[src/rtl/pm_event_pkg.sv]
package pm_event_pkg;
   localparam int REG_W = 16;

   typedef enum logic [3:0] {
      OFS_STS    = 4'h0,
      OFS_EN     = 4'h2,
      OFS_CTL    = 4'h4,
      OFS_TMR_LO = 4'h8,
      OFS_TMR_HI = 4'hA,
      OFS_APM    = 4'hC
   } reg_ofs_e;

   localparam int B_TMROF  = 0;
   localparam int B_GBL    = 5;
   localparam int B_PWRBTN = 8;
   localparam int B_RTC    = 10;
   localparam int B_RSM    = 15;

   localparam int B_SCIEN   = 0;
   localparam int B_SUSTRIG = 13;
   localparam int SLP_LSB   = 10;
   localparam int SLP_W     = 3;

   localparam logic [REG_W-1:0] SCI_MASK = REG_W'((1 << B_TMROF) | (1 << B_GBL) |
                                                  (1 << B_PWRBTN) | (1 << B_RTC));
   localparam logic [REG_W-1:0] STS_IMPL = SCI_MASK | REG_W'(1 << B_RSM);

   localparam logic [7:0] APM_SCI_ON  = 8'hF1;
   localparam logic [7:0] APM_SCI_OFF = 8'hF0;
endpackage

[src/rtl/pm_tick_timer.sv]
module pm_tick_timer #(
   parameter int TMR_W = 24
) (
   input  logic             clk,
   input  logic             rst_n,
   input  logic             tick_en,
   output logic [TMR_W-1:0] cnt,
   output logic             ovf_evt
);
   localparam int TOP = TMR_W - 1;

   generate
      if (TMR_W < 8 || TMR_W > 32) begin : g_bad_width
         $error("pm_tick_timer: TMR_W must lie in 8..32");
      end
   endgenerate

   logic [TMR_W-1:0] cnt_nxt;

   assign cnt_nxt = cnt + TMR_W'(1);
   assign ovf_evt = tick_en && (cnt_nxt[TOP] != cnt[TOP]);

   always_ff @(posedge clk) begin
      if (!rst_n)       cnt <= '0;
      else if (tick_en) cnt <= cnt_nxt;
   end

   p_tmr_step_r2: assert property (@(posedge clk) disable iff (!rst_n)
      tick_en |=> cnt == TMR_W'($past(cnt) + TMR_W'(1)));
   p_tmr_hold_r2: assert property (@(posedge clk) disable iff (!rst_n)
      !tick_en |=> $stable(cnt));
endmodule

[src/rtl/pm_sts_en.sv]
module pm_sts_en
   import pm_event_pkg::*;
#(
   parameter bit SET_WINS = 1'b1
) (
   input  logic             clk,
   input  logic             rst_n,
   input  logic             wr_sts,
   input  logic             wr_en,
   input  logic [REG_W-1:0] wdata,
   input  logic             ovf_evt,
   input  logic             pwr_btn,
   input  logic             gbl_evt,
   input  logic             rtc_evt,
   input  logic             rsm_set,
   output logic [REG_W-1:0] sts,
   output logic [REG_W-1:0] en,
   output logic             sci
);
   logic [REG_W-1:0] set_vec, clr_vec, sts_nxt;

   always_comb begin
      set_vec           = '0;
      set_vec[B_TMROF]  = ovf_evt;
      set_vec[B_GBL]    = gbl_evt;
      set_vec[B_PWRBTN] = (pwr_btn && en[B_PWRBTN]) || rsm_set;
      set_vec[B_RTC]    = rtc_evt;
      set_vec[B_RSM]    = rsm_set;
   end

   assign clr_vec = wr_sts ? (wdata & STS_IMPL) : '0;

   generate
      if (SET_WINS) begin : g_set_wins
         assign sts_nxt = ((sts & ~clr_vec) | set_vec) & STS_IMPL;
      end else begin : g_clr_wins
         assign sts_nxt = ((sts | set_vec) & ~clr_vec) & STS_IMPL;
      end
   endgenerate

   always_ff @(posedge clk) begin
      if (!rst_n) begin
         sts <= '0;
         en  <= '0;
      end else begin
         sts <= sts_nxt;
         if (wr_en) en <= wdata;
      end
   end

   assign sci = |(sts & en & SCI_MASK);

   p_w1c_r4: assert property (@(posedge clk) disable iff (!rst_n)
      (wr_sts && wdata[B_TMROF] && !ovf_evt) |=> !sts[B_TMROF]);
   p_pwrbtn_gate_r6: assert property (@(posedge clk) disable iff (!rst_n)
      (pwr_btn && !en[B_PWRBTN] && !rsm_set && !sts[B_PWRBTN]) |=> !sts[B_PWRBTN]);
   p_sci_masked_r5: assert property (@(posedge clk) disable iff (!rst_n)
      ((en & SCI_MASK) == '0) |-> !sci);
endmodule

[src/rtl/pm_ctl_apm.sv]
module pm_ctl_apm
   import pm_event_pkg::*;
#(
   parameter int SLP_OFF    = 0,
   parameter int SLP_RESUME = 1,
   parameter int SLP_S3     = 5
) (
   input  logic             clk,
   input  logic             rst_n,
   input  logic             wr_ctl,
   input  logic             wr_apm,
   input  logic [REG_W-1:0] wdata,
   input  logic             smi_en,
   output logic [REG_W-1:0] ctl,
   output logic [7:0]       apm_cmd,
   output logic             rsm_set,
   output logic             soft_off,
   output logic             reset_req,
   output logic             s3,
   output logic             smi
);
   localparam int SLP_MAX = (1 << SLP_W) - 1;

   generate
      if (SLP_OFF > SLP_MAX || SLP_RESUME > SLP_MAX || SLP_S3 > SLP_MAX) begin : g_bad_slp
         $error("pm_ctl_apm: sleep type codes exceed the field width");
      end
      if (SLP_OFF == SLP_RESUME || SLP_OFF == SLP_S3 || SLP_RESUME == SLP_S3) begin : g_dup_slp
         $error("pm_ctl_apm: sleep type codes must differ");
      end
   endgenerate

   logic [SLP_W-1:0] slp;
   logic             trig;

   assign slp     = wdata[SLP_LSB +: SLP_W];
   assign trig    = wr_ctl && wdata[B_SUSTRIG];
   assign rsm_set = trig && (slp == SLP_W'(SLP_RESUME));

   always_ff @(posedge clk) begin
      if (!rst_n) begin
         ctl       <= '0;
         apm_cmd   <= '0;
         soft_off  <= 1'b0;
         reset_req <= 1'b0;
         s3        <= 1'b0;
         smi       <= 1'b0;
      end else begin
         soft_off  <= trig && (slp == SLP_W'(SLP_OFF));
         reset_req <= rsm_set;
         s3        <= trig && (slp == SLP_W'(SLP_S3));
         smi       <= wr_apm && smi_en;
         if (wr_ctl) begin
            ctl <= wdata & ~(REG_W'(1) << B_SUSTRIG);
         end else if (wr_apm) begin
            if (wdata[7:0] == APM_SCI_ON)       ctl[B_SCIEN] <= 1'b1;
            else if (wdata[7:0] == APM_SCI_OFF) ctl[B_SCIEN] <= 1'b0;
         end
         if (wr_apm) apm_cmd <= wdata[7:0];
      end
   end

   p_pulse_onehot_r8: assert property (@(posedge clk) disable iff (!rst_n)
      $onehot0({soft_off, reset_req, s3}));
   p_soft_off_short_r8: assert property (@(posedge clk) disable iff (!rst_n)
      (soft_off && !wr_ctl) |=> !soft_off);
   p_smi_gate_r12: assert property (@(posedge clk) disable iff (!rst_n)
      (wr_apm && !smi_en) |=> !smi);
   p_apm_keep_r11: assert property (@(posedge clk) disable iff (!rst_n)
      (wr_apm && wdata[7:0] != APM_SCI_ON && wdata[7:0] != APM_SCI_OFF) |=> $stable(ctl));
endmodule

[src/rtl/pm_event_ctrl.sv]
module pm_event_ctrl
   import pm_event_pkg::*;
#(
   parameter int ADDR_W     = 4,
   parameter int TMR_W      = 24,
   parameter bit SET_WINS   = 1'b1,
   parameter int SLP_OFF    = 0,
   parameter int SLP_RESUME = 1,
   parameter int SLP_S3     = 5
) (
   input  logic              clk,
   input  logic              rst_n,
   input  logic              tick_en,
   input  logic [ADDR_W-1:0] reg_addr,
   input  logic              reg_wr,
   input  logic [15:0]       reg_wdata,
   output logic [15:0]       reg_rdata,
   input  logic              pwr_btn,
   input  logic              gbl_evt,
   input  logic              rtc_evt,
   input  logic              smi_en,
   output logic              sci_o,
   output logic              soft_off_o,
   output logic              reset_req_o,
   output logic              s3_o,
   output logic              smi_o
);
   generate
      if (ADDR_W < 4) begin : g_bad_addr
         $error("pm_event_ctrl: ADDR_W must be at least 4");
      end
   endgenerate

   logic             hit_sts, hit_en, hit_ctl, hit_apm;
   logic [TMR_W-1:0] cnt;
   logic             ovf_evt, rsm_set;
   logic [REG_W-1:0] sts, en, ctl;
   logic [7:0]       apm_cmd;
   logic [31:0]      cnt32;

   assign hit_sts = reg_wr && (reg_addr == ADDR_W'(OFS_STS));
   assign hit_en  = reg_wr && (reg_addr == ADDR_W'(OFS_EN));
   assign hit_ctl = reg_wr && (reg_addr == ADDR_W'(OFS_CTL));
   assign hit_apm = reg_wr && (reg_addr == ADDR_W'(OFS_APM));

   pm_tick_timer #(.TMR_W(TMR_W)) u_tmr (
      .clk     (clk),
      .rst_n   (rst_n),
      .tick_en (tick_en),
      .cnt     (cnt),
      .ovf_evt (ovf_evt)
   );

   pm_sts_en #(.SET_WINS(SET_WINS)) u_sts (
      .clk     (clk),
      .rst_n   (rst_n),
      .wr_sts  (hit_sts),
      .wr_en   (hit_en),
      .wdata   (reg_wdata),
      .ovf_evt (ovf_evt),
      .pwr_btn (pwr_btn),
      .gbl_evt (gbl_evt),
      .rtc_evt (rtc_evt),
      .rsm_set (rsm_set),
      .sts     (sts),
      .en      (en),
      .sci     (sci_o)
   );

   pm_ctl_apm #(
      .SLP_OFF    (SLP_OFF),
      .SLP_RESUME (SLP_RESUME),
      .SLP_S3     (SLP_S3)
   ) u_ctl (
      .clk       (clk),
      .rst_n     (rst_n),
      .wr_ctl    (hit_ctl),
      .wr_apm    (hit_apm),
      .wdata     (reg_wdata),
      .smi_en    (smi_en),
      .ctl       (ctl),
      .apm_cmd   (apm_cmd),
      .rsm_set   (rsm_set),
      .soft_off  (soft_off_o),
      .reset_req (reset_req_o),
      .s3        (s3_o),
      .smi       (smi_o)
   );

   assign cnt32 = 32'(cnt);

   always_comb begin
      reg_rdata = '0;
      if (reg_addr == ADDR_W'(OFS_STS))         reg_rdata = sts;
      else if (reg_addr == ADDR_W'(OFS_EN))     reg_rdata = en;
      else if (reg_addr == ADDR_W'(OFS_CTL))    reg_rdata = ctl;
      else if (reg_addr == ADDR_W'(OFS_TMR_LO)) reg_rdata = cnt32[15:0];
      else if (reg_addr == ADDR_W'(OFS_TMR_HI)) reg_rdata = cnt32[31:16];
      else if (reg_addr == ADDR_W'(OFS_APM))    reg_rdata = {8'h00, apm_cmd};
   end

   p_resume_sets_r9: assert property (@(posedge clk) disable iff (!rst_n)
      rsm_set |=> (sts[B_RSM] && sts[B_PWRBTN] && reset_req_o));
   p_ovf_sets_r3: assert property (@(posedge clk) disable iff (!rst_n)
      ovf_evt |=> sts[B_TMROF]);
   p_gbl_sets_r13: assert property (@(posedge clk) disable iff (!rst_n)
      gbl_evt |=> sts[B_GBL]);
endmodule

[config.mk]
export PLATFORM = sky130hd
export DESIGN_NAME = pm_event_ctrl
export DESIGN_NICKNAME = d
export VERILOG_FILES = /design/src/rtl/pm_event_pkg.sv /design/src/rtl/pm_tick_timer.sv /design/src/rtl/pm_sts_en.sv /design/src/rtl/pm_ctl_apm.sv /design/src/rtl/pm_event_ctrl.sv
export SDC_FILE = /design/constraint.sdc
export NUM_CORES = 1
export LEC_CHECK = 0
export BUFFER_PORTS_ARGS = -buffer_cell sky130_fd_sc_hd__clkbuf_2
export CAP_MARGIN = 5
export CELL_PAD_IN_SITES_DETAIL_PLACEMENT = 2
export CELL_PAD_IN_SITES_GLOBAL_PLACEMENT = 2
export CORE_AREA = 2 2 162 85
export CTS_CLUSTER_SIZE = 20
export DETAILED_ROUTE_END_ITERATION = 8
export DIE_AREA = 0 0 164 87
export GPL_TIMING_DRIVEN = 0
export PLACE_DENSITY_LB_ADDON = 0.05
export SLEW_MARGIN = 30
export SYNTH_ARGS = -nofsm -noshare
export SYNTH_HDL_FRONTEND = slang
export SYNTH_HIERARCHICAL = 1
export SYNTH_SLANG_ARGS = --single-unit
[constraint.sdc]
create_clock -name clk -period 2.05 [get_ports clk]
set_clock_uncertainty 0.1 [all_clocks]
set_input_delay 0.3075 -clock clk [delete_from_list [all_inputs] [get_ports clk]]
set_output_delay 0.3075 -clock clk [all_outputs]
set_load 0.02 [all_outputs]
# ---- After elaboration in Yosys (flattened, before gate mapping)
# Index checks and enable logic that the tools add are counted.
dict set report totals {
  reg_bits 72
  latch_bits 0
  ramBits 0
  mem_bits_ro 0
  input_bits 28
  output_inout_bits 21
  memories 0
}
dict set report classes {
  n_addsub 1
  n_mul 0
  div 0
  n_lt_le_gt_ge 0
  n_eq_ne 10
  shift 0
  mux 11
  bitwise 4
  n_reduce_logical 18
}
# cell n
set ops {}
lappend ops {{two-way mux 16 bit} 5}
lappend ops {{adder 24 x 1 -> 24 bit, second input constant} 1}
lappend ops {{AND 16 bit} 1}
lappend ops {{equality test 8 bit, second input constant} 2}
lappend ops {{two-way mux 8 bit} 2}
lappend ops {{NOT 16 bit} 1}
lappend ops {{OR 16 bit} 1}
lappend ops {{equality test 4 bit, second input constant} 3}
lappend ops {{AND 11 bit} 1}
lappend ops {{logical AND 1 bit} 11}
lappend ops {{equality test 4 x 2 -> 1 bit, second input constant} 1}
lappend ops {{equality test 4 x 3 -> 1 bit, second input constant} 1}
lappend ops {{logical NOT 4 bit} 1}
lappend ops {{two-way mux 1 bit} 4}
lappend ops {{OR reduction 4 bit} 1}
lappend ops {{equality test 3 x 1 -> 1 bit, second input constant} 1}
lappend ops {{equality test 3 bit, second input constant} 1}
lappend ops {{logical NOT 3 bit} 1}
lappend ops {{nonzero test 3 bit} 1}
lappend ops {{AND reduction 2 bit} 1}
lappend ops {{nonzero test 2 bit} 1}
lappend ops {{logical OR 1 bit} 1}
lappend ops {{inequality test 1 bit} 1}

# ---- Longest topological paths before layout
# Gate-level depths: netlist of run 1.
dict set report logic_depth {
  depth_word 7
  mapped_depth 9
  depth_no_buf 6
}

# ---- Hierarchy
# The synthesis of run 1 kept the hierarchy.
# module instances cells_per_inst area_each_um2
set by_module_without_submodules {}
lappend by_module_without_submodules {pm_tick_timer 1 127 1084.8}
lappend by_module_without_submodules {pm_ctl_apm 1 92 1052.3}
lappend by_module_without_submodules {pm_event_ctrl 1 150 996.0}
lappend by_module_without_submodules {pm_sts_en 1 83 907.1}

# ---- Worst setup path after synthesis of run 1
# No wires, ideal clock.
dict set report synth_path {
  kind {input to output}
  startpoint {input port reg_addr[2]}
  endpoint {output port reg_rdata[2]}
  arrival_ns 1.653
  path_slack_ns -0.011
  path_stages 5
  path_buffers 2
  cell_sequence {buf_6 > clkbuf_1 > or3b_2 > a21oi_1 > o311ai_0}
}
dict set report synth_via {
  elab_chain_cells 7
  word_cells_on_any_way 12
  classes_between {eq/ne (5); mux (6); reduce/logical (1)}
}
# element line
set synth_lines {}
lappend synth_lines {{start: declaration} pm_event_ctrl.sv:14} ;# input logic [ADDR_W-1:0] reg_addr,
lappend synth_lines {{equality test 4 bit} pm_event_ctrl.sv:99} ;# else if (reg_addr == ADDR_W'(OFS_APM)) reg_rdata = {8'h00, apm_cmd};
lappend synth_lines {{two-way mux 8 bit} pm_event_ctrl.sv:99}
lappend synth_lines {{two-way mux 8 bit} pm_event_ctrl.sv:98} ;# else if (reg_addr == ADDR_W'(OFS_TMR_HI)) reg_rdata = cnt32[31:16];
lappend synth_lines {{two-way mux 16 bit} pm_event_ctrl.sv:97} ;# else if (reg_addr == ADDR_W'(OFS_TMR_LO)) reg_rdata = cnt32[15:0];
lappend synth_lines {{two-way mux 16 bit} pm_event_ctrl.sv:96} ;# else if (reg_addr == ADDR_W'(OFS_CTL)) reg_rdata = ctl;
lappend synth_lines {{two-way mux 16 bit} pm_event_ctrl.sv:95} ;# else if (reg_addr == ADDR_W'(OFS_EN)) reg_rdata = en;
lappend synth_lines {{two-way mux 16 bit *} pm_event_ctrl.sv:94} ;# if (reg_addr == ADDR_W'(OFS_STS)) reg_rdata = sts;
lappend synth_lines {{end: declaration} pm_event_ctrl.sv:17} ;# output logic [15:0] reg_rdata,
# Every way passes the cells marked *; elsewhere a longest branch is shown, timed or not.

# ---- Worst setup path in the final report of run 1
dict set report layout_path {
  startpoint {register u_tmr.cnt[0]}
  endpoint {register u_tmr.cnt[22]}
}
dict set report layout_via {
  elab_chain_cells 1
}
# element line
set layout_lines {}
lappend layout_lines {{start: declaration} pm_tick_timer.sv:7} ;# output logic [TMR_W-1:0] cnt,
lappend layout_lines {{start signal: assignment} pm_tick_timer.sv:25} ;# else if (tick_en) cnt <= cnt_nxt;
lappend layout_lines {{adder 24 x 1 -> 24 bit} pm_tick_timer.sv:20} ;# assign cnt_nxt = cnt + TMR_W'(1);
# Every way passes these cells.
# A chain may end at the register's enable or synchronous reset.

==> results of run 1 <==
[routing by layer]
layer,track usage [%],up-vias,share of wire [%]
li1,-,1730,-
met1,29.6,1825,52
met2,33.5,41,45
met3,4.52,9,2.3
met4,3.59,0,0.64
met5,0,-,0
[synth_stat cells (2+ instances only)]
cell       instances  area [um2]
inv_1             12        45.0
nor4_1             3        18.8
or3_1              9        56.3
a221o_1            8        80.1
o21a_1             4        30.0
nor3_1             3        15.0
a22oi_1            2        15.0
buf_2              5        25.0
xnor2_1            6        52.6
buf_4             13        97.6
and2_1             3        18.8
xor2_1             5        43.8
dfxtp_1           72        1440
a21oi_1           26         130
clkbuf_1          14        52.6
or2b_1             3        22.5
o21ai_0           17        85.1
and4_1             2        17.5
buf_6              6        67.6
nand2b_1          18         113
and3b_1           16         140
mux2i_1           41         410
nor2b_1           45         282
nand2_1           33         124
a2bb2oi_1          6        52.6
a21boi_0           6        45.0
o311ai_0           7        61.3
or3b_2             7        61.3
nand3_1            5        25.0
nand4_1            6        37.5
nor2_1            18        67.6
and3_1             2        12.5
a2bb2oi_2          2        30.0
conb_1             2        7.51
[where the power goes]
group	internal, mW	leakage (nW)	switching [mW]
combinational	0.162	1.21	0.208
clock	0.875	0.134	0.609
sequential	1.41	0.590	0.0188
[logic make-up (layout without fill, tap and decap cells)]
kind of cell	count (synthesis)	in the layout
compound gates	82	82
fa+ha+maj	1	1
flops	72	72
mux	41	41
buf+inv	53	130
xor+xnor	11	11
simple gates	190	190
other cells	2	12
[stage by stage]
stage               worst slack [ps]  hold WS (ps)  TNS, ps  util (%)
finish                         -8.94          83.0    -10.5      40.0
detailed placement              -752           363   -16720      34.9
global placement                -704           344   -14370      34.8
CTS                            -20.0          76.8    -33.3      38.5
global route                   -48.8          84.6     -268      40.0
floorplan                       13.8           284        0         -
[worst max-delay path, cell delays in order (launching register included)]
cell and delay, ps:
dfxtp_4 390, ha_4 150, and4_4 230, or4b_4 510
buf_8 160, or3_1 300, a21oi_1 140
[area by class of cell]
cell class	count	area share [%]
Timing Repair Buffer	65	7.97
Inverter	12	0.864
Clock inverter	3	0.336
Multi-Input combinational cell	337	47.8
Tap cell	176	4.22
Clock buffer	12	4.92
Sequential cell	72	28.3
Buffer	38	5.62
[sequential cells by signal, summed over array words and instances, names as in the netlist]
signal           flops
u_ctl/s3             1
u_ctl/reset_req      1
u_ctl/ctl           15
u_ctl/soft_off       1
u_ctl/apm_cmd        8
u_tmr/cnt           24
u_ctl/smi            1
u_sts/sts            5
u_sts/en            16
[repair_timing]
item                       in CTS  in global routing
gates cloned                    1                  0
hold buffers                    0                  0
setup endpoints to repair      37                 28
gates resized for setup        54                 49
hold endpoints to repair        0                  0
pin swaps                      14                 11
buffers inserted                7                 10
[worst min-delay path by stage]
stage	to	cells after the start	startpoint	slack, ps
CTS	u_sts/sts[5]	2	gbl_evt	80
global route	u_sts/sts[10]	2	rtc_evt	80
detailed placement	u_ctl/ctl[0]	2	u_ctl/ctl[0]	360
global placement	u_ctl/ctl[0]	2	u_ctl/ctl[0]	340
floorplan	u_ctl/soft_off	1	reg_wdata[10]	280
finish	u_sts/sts[10]	2	rtc_evt	80
[placed cells by master (no fill, tap or decap), types with 7 or more instances in the layout]
cell / netlist / routed
dfxtp_1: 72 / 59
nor2b_1: 45 / 45
mux2i_1: 41 / 41
clkbuf_2: 1 / 38
buf_4: 13 / 37
nand2_1: 33 / 32
a21oi_1: 26 / 18
nand2b_1: 18 / 17
nor2_1: 18 / 17
and3b_1: 16 / 16
inv_1: 12 / 12
conb_1: 2 / 12
o21ai_0: 17 / 11
clkbuf_16: 0 / 9
buf_6: 6 / 8
a221o_1: 8 / 8
or3_1: 9 / 8
clkbuf_4: 0 / 7
a21oi_2: 0 / 7
clkbuf_1: 14 / 7
dfxtp_4: 0 / 7
==> results.ini, run 1 <==
[synth]
ys.warnings.count=6
ys_async_sr_fraction_pct=0
synth-edff-count=0
synth_adder_area_share_pct=0.310
synth_flop_cell=dfxtp_1
synth_compound_area_share_pct=14.2
syn_area_um2=4040
synthMuxAreaShare_pct=10.2
yosysSeqAreaShare_pct=35.7
syn_inst=452
synth_top_family_by_area=simple AND/OR/NAND/NOR gates
synth-seq-cells=72
avgSynthCellArea_um2=8.94
synthSimpleGateAreaFrac_pct=29.3
synthXorXnorAreaFrac_pct=2.38
yosys.cell_types.count=59

[timing]
slew_viol_final=0
setup_ws_ps=-8.94
period_share_pct=100
hold_viol_final=0
relSlewSlack_pct=45.0
finalSetupViolations=2
finalCriticalPeriod_ps=2060
rsz0062_at_grt=yes
max_freq_mhz=486
worst_slew_pin_slew_ps=818

[global_route]
grt_overflow_total=0
antenna_found_initial=0
grt_max_degree=19
grt_use_total_pct=21.0
grt_pass1_vias=3879
grt_first_pass_wirelength_um=22500

[floorplanning]
die_x_um=164
start_util_pct=31.0
coreArea_um2=13000
dieArea_um2=14300
fp.dieH_um=87
io_pins=49
row_count=30

[detailed_routing]
remaining_drc_errors=0
first_pass_iters=4
ant_nets=0
routed_wirelength_um=14400
drt_iter0_drc=130
via_per_inst=5.04
vias=3605
wl_per_cell_um=20.1

[critical_path]
critPathLaunchType=flip-flop
reg2reg_to=u_tmr/cnt[22]
cp-startpoint=u_tmr/cnt[0]
crit_arrival_ps=2220
rr_worst_depth=6
rr_startpoint=u_tmr/cnt[0]
endpoint=u_tmr/cnt[22]
end_kind=flip-flop
crit_fanout=5
worstPathRequired_ps=2210
worst-setup-path-type=reg -> reg
reg2reg_slack_ps=-9

[layout]
fin_nets=564
fillers=1435
multi_input_area_um2=2490
instances_no_fill=715
register_area_um2=1480
drive_gt1_share_pct=30.8
finalInstanceArea_um2=5210
diodes=0
syn2layout_area_growth_pct=29.0

[power]
leakage_nw=1.93
ir_drop_v=0.000270
p_per_area_nw_per_um2=630
design_power_total_mw=3.28

[status]
violations=setup timing
status=finished with violations

[hold_path]
worstHoldPathType=in -> reg

[placed_design]
dpl_cell_area_um2=4540
placed_cells=685
hpwlAfterDp_um=10400
io_buffers=47
place_congestion=0.742

[clock_tree]
clockBufferDepth=2
root_buffer=clkbuf_16
clk_latency_ps=340
cts_tree=done
htree_num_levels=3
clk_pin_slew_ps=60
cts_buffers=9
clock_sinks=72

[job]
maxCapViolCount=0

Power figures use the tool's default switching activity.
==> run 2: changes to the inputs <==
--- a/config.mk
+++ b/config.mk
@@ -9,10 +9,11 @@
 export CAP_MARGIN = 5
 export CELL_PAD_IN_SITES_DETAIL_PLACEMENT = 2
 export CELL_PAD_IN_SITES_GLOBAL_PLACEMENT = 2
-export CORE_AREA = 2 2 162 85
+export CORE_AREA = 2 2 160 84
+export CTS_BUF_LIST = sky130_fd_sc_hd__clkbuf_8
 export CTS_CLUSTER_SIZE = 20
 export DETAILED_ROUTE_END_ITERATION = 8
-export DIE_AREA = 0 0 164 87
+export DIE_AREA = 0 0 162 86
 export GPL_TIMING_DRIVEN = 0
 export PLACE_DENSITY_LB_ADDON = 0.05
 export SLEW_MARGIN = 30
==> results.ini, run 2 (same netlist as run 1, synthesis figures left out) <==
[detailed_routing]
ant_nets=0
first_pass_iters=4
vias=3563
wl_per_cell_um=19.7
via_per_inst=5.05
drt_iter0_drc=142
routed_wirelength_um=13900
remaining_drc_errors=0

[critical_path]
worstPathRequired_ps=1640
cpMaxStageDelayCell=or3b_2
critPathMaxStageDelay_ps=460
crit_fanout=5
path_cells=or3b_2 > a21oi_2 > o311ai_1 > buf_4
cp.depth=4
end_kind=output port
critPathLaunchType=flip-flop
reg2reg_slack_ps=10
path_buf_inv=1
rr_worst_depth=6
crit_arrival_ps=1640
crit_family=simple AND/OR/NAND/NOR gates
worst-setup-path-type=reg -> out

[status]
status=finished, final reports clean

[placed_design]
placed_cells=679
place_congestion=0.768
io_buffers=47
hpwlAfterDp_um=10400
dpl_cell_area_um2=4530
pre_cts_ws_ps=-625

[clock_tree]
clockBufferDepth=2
cts_buffers=9
clock_sinks=72
root_buffer=clkbuf_8
htree_num_levels=3
clk_latency_ps=350
cts_tree=done
clk_pin_slew_ps=80
ctsHoldBuffers=0

[layout]
top_register=u_tmr/cnt
syn2layout_area_growth_pct=26.3
instances_no_fill=706
largest_reg_flops=24
finalInstanceArea_um2=5100
biggestRegsByFlops=u_tmr/cnt x24, u_sts/en x16, u_ctl/ctl x15
multi_input_area_um2=2500
diodes=0
utilization_pct=41.1
final_common_cell=dfxtp_1
fin_nets=560
final_cell_mix=dfxtp_1, nor2b_1, clkbuf_2
drive_gt1_share_pct=31.2
register_area_um2=1470
fillers=1407

[timing]
finalSetupViolations=0
relSlewSlack_pct=59.5
finalCriticalPeriod_ps=2050
hold_viol_final=0
worst_slew_pin_slew_ps=607
period_share_pct=99.9
rsz0062_at_grt=yes
setup_ws_ps=1.50
finalSetupTns_ps=0
slew_viol_final=0
max_freq_mhz=488
hold_slack_ps=61.1

[global_route]
grt_use_total_pct=20.9
grt_pass1_vias=3779
grt_max_degree=19
grt_overflow_total=0
antenna_found_initial=0
grt_first_pass_wirelength_um=22000

[hold_path]
hold-path-cell-count=2
worstHoldPathType=in -> reg

[floorplanning]
coreArea_um2=12400
row_count=29
fp.dieH_um=86
io_pins=49
start_util_pct=32.6
die_x_um=162
dieArea_um2=13900

[power]
design_power_total_mw=2.95
leakage_nw=1.88
p_per_area_nw_per_um2=578
ir_drop_v=0.000261

[job]
maxCapViolCount=0

[run 2: path summary, 6_finish.rpt]
| kind | start | end |
|---|---|---|
| worst max register to register | u_tmr/cnt[0] | u_tmr/cnt[14] |
| worst min register to register | u_ctl/ctl[0] | u_ctl/ctl[0] |
| worst min-delay path | gbl_evt | u_sts/sts[5] |
| worst max-delay path | u_tmr/cnt[7] | reg_rdata[7] |
[run 2: final cells by class]
cell class / instances / area share (%)
buffer: 37 / 5.47
clock buffer: 9 / 2.43
clock inverter: 7 / 1.42
inverter: 12 / 0.883
multi-input combinational: 337 / 49.0
sequential: 72 / 28.8
tap: 170 / 4.17
timing repair buffer: 62 / 7.82
[run 2: metal layers]
metal / vias to the layer above / wire length, um / GRT usage, %
li1: 1725 / - / -
met1: 1785 / 7420 / 30.5
met2: 42 / 6030 / 32.1
met3: 11 / 320 / 3.82
met4: 0 / 128 / 4.10
met5: - / 0 / 0
[run 2: report_power, final]
group          total [mW]  leakage (nW)  switching [mW]  internal, mW
Combinational       0.361          1.21           0.204         0.157
Clock                1.16        0.0893           0.597         0.562
Sequential           1.43         0.589          0.0180          1.41
[run 2: timing repair]
action | in CTS | in global routing
cloned | 1 | 0
gates resized for setup | 53 | 45
setup endpoints to repair | 36 | 28
pin swaps | 14 | 13
hold endpoints to repair | 0 | 0
buffers inserted | 7 | 8
==> run 3: changes to the inputs <==
--- a/config.mk
+++ b/config.mk
@@ -10,7 +10,7 @@
 export CELL_PAD_IN_SITES_DETAIL_PLACEMENT = 2
 export CELL_PAD_IN_SITES_GLOBAL_PLACEMENT = 2
 export CORE_AREA = 2 2 160 84
-export CTS_BUF_LIST = sky130_fd_sc_hd__clkbuf_8
+export CTS_BUF_LIST = sky130_fd_sc_hd__clkbuf_4 sky130_fd_sc_hd__clkbuf_8
 export CTS_CLUSTER_SIZE = 20
 export DETAILED_ROUTE_END_ITERATION = 8
 export DIE_AREA = 0 0 162 86
==> results.ini, run 3 (same netlist as run 1, synthesis figures left out) <==
[status]
status=finished, final reports clean

[timing]
slew_viol_final=0
setup_ws_ps=1.45
worst_slew_pin_slew_ps=607
max_freq_mhz=488
period_share_pct=99.9
finalCriticalPeriod_ps=2050
finalSetupViolations=0
hold_viol_final=0
rsz0062_at_grt=yes
relSlewSlack_pct=59.5

[detailed_routing]
drt_iter0_drc=142
first_pass_iters=4
ant_nets=0
via_per_inst=5.05
vias=3567
wl_per_cell_um=19.7
routed_wirelength_um=13900
remaining_drc_errors=0

[hold_path]
hold-path-endpoint=u_sts/sts[5]
worstHoldPathType=in -> reg
hold_start=gbl_evt
hold-path-cell-count=2

[floorplanning]
die_x_um=162
coreArea_um2=12400
io_pins=49
fp.dieH_um=86
dieArea_um2=13900
start_util_pct=32.6
row_count=29

[critical_path]
crit_arrival_ps=1640
worstPathRequired_ps=1640
critPathLaunchType=flip-flop
reg2reg_slack_ps=10
critPathMaxStageDelay_ps=460
crit_fanout=5
rr_worst_depth=6
rr_startpoint=u_tmr/cnt[0]
end_kind=output port
cpMaxStageDelayCell=or3b_2
reg2reg_to=u_tmr/cnt[14]
path_cells=or3b_2 > a21oi_2 > o311ai_1 > buf_4
crit_family=simple AND/OR/NAND/NOR gates
worst-setup-path-type=reg -> out
path_buf_inv=1

[placed_design]
hpwlAfterDp_um=10400
place_congestion=0.768
io_buffers=47
pre_cts_ws_ps=-625
placed_cells=679
dpl_cell_area_um2=4530

[power]
ir_drop_v=0.000260
p_per_area_nw_per_um2=581
design_power_total_mw=2.97
leakage_nw=1.88

[clock_tree]
cts_tree=done
clk_latency_ps=350
clk_pin_slew_ps=80
htree_num_levels=3
clock_sinks=72
clockBufferDepth=2
ctsHoldBuffers=0
root_buffer=clkbuf_8
cts_buffers=9

[global_route]
grt_use_total_pct=20.9
grt_pass1_vias=3779
use_met2_pct=32.1
grt_max_degree=19
grt_overflow_total=0
grt.met1_usage_pct=30.5
grt.busiest_layer=met2
grt_first_pass_wirelength_um=22000
antenna_found_initial=0
grt_util_met3_pct=3.82

[layout]
syn2layout_area_growth_pct=26.4
fin_nets=560
final_common_cell=dfxtp_1
diodes=0
finalInstanceArea_um2=5110
drive_gt1_share_pct=31.3
final_cell_mix=dfxtp_1, nor2b_1, clkbuf_2
instances_no_fill=706
utilization_pct=41.1
largest_reg_flops=24
biggestRegsByFlops=u_tmr/cnt x24, u_sts/en x16, u_ctl/ctl x15
top_register=u_tmr/cnt

[job]
maxCapViolCount=0

run 3: cell count changes in the layout (fill, tap and decap cells not counted), sizes merged:
| cell | before | now |
|---|---|---|
| clkbuf | 64 | 65 |
| inv | 14 | 13 |
run 3: worst max-delay path by stage:
stage	start	to	slack, ps	cells past startpoint
after floorplan	reg_addr[2]	reg_rdata[6]	10	5
after global placement	reg_addr[2]	u_sts/sts[8]	-590	9
after detailed placement	reg_addr[2]	u_sts/sts[8]	-630	9
after CTS	u_tmr/cnt[3]	reg_rdata[3]	-50	4
after global routing	u_tmr/cnt[5]	u_tmr/cnt[15]	-80	6
final	u_tmr/cnt[7]	reg_rdata[7]	1	4
run 3: what timing repair did:
action                                  CTS  global route
gates resized for setup                  53            45
endpoints found under the setup margin   36            28
cloned                                    1             0
pin swaps                                14            13
setup buffers                             7             8
run 3: area by class of cell:
cell class	count	area, um2
fillers	1408	7300
multi-input cells	337	2500
flip-flops and latches	72	1470
repair buffers	62	399
plain buffers	37	279
well taps	170	213
clock buffers	10	131
clock inverters	6	68.8
inverters	12	45.0
run 3: report_power, final:
group | internal, mW | switching, mW | total [mW]
registers | 1.41 | 0.0179 | 1.43
logic | 0.157 | 0.204 | 0.361
clock network | 0.580 | 0.597 | 1.18
run 3: per-layer routing:
| layer | share of wire, % | vias to the layer above |
|---|---|---|
| met5 | 0 | - |
| met4 | 0.92 | 0 |
| met3 | 2.3 | 11 |
| met2 | 43 | 42 |
| met1 | 53 | 1789 |
| li1 | - | 1725 |
run 3: through the flow:
stage	hold slack, ps	TNS [ps]
after floorplan	284	0
after global placement	346	-12780
after detailed placement	371	-14280
after CTS	48.3	-245
after global routing	48.9	-387
final	61.0	0
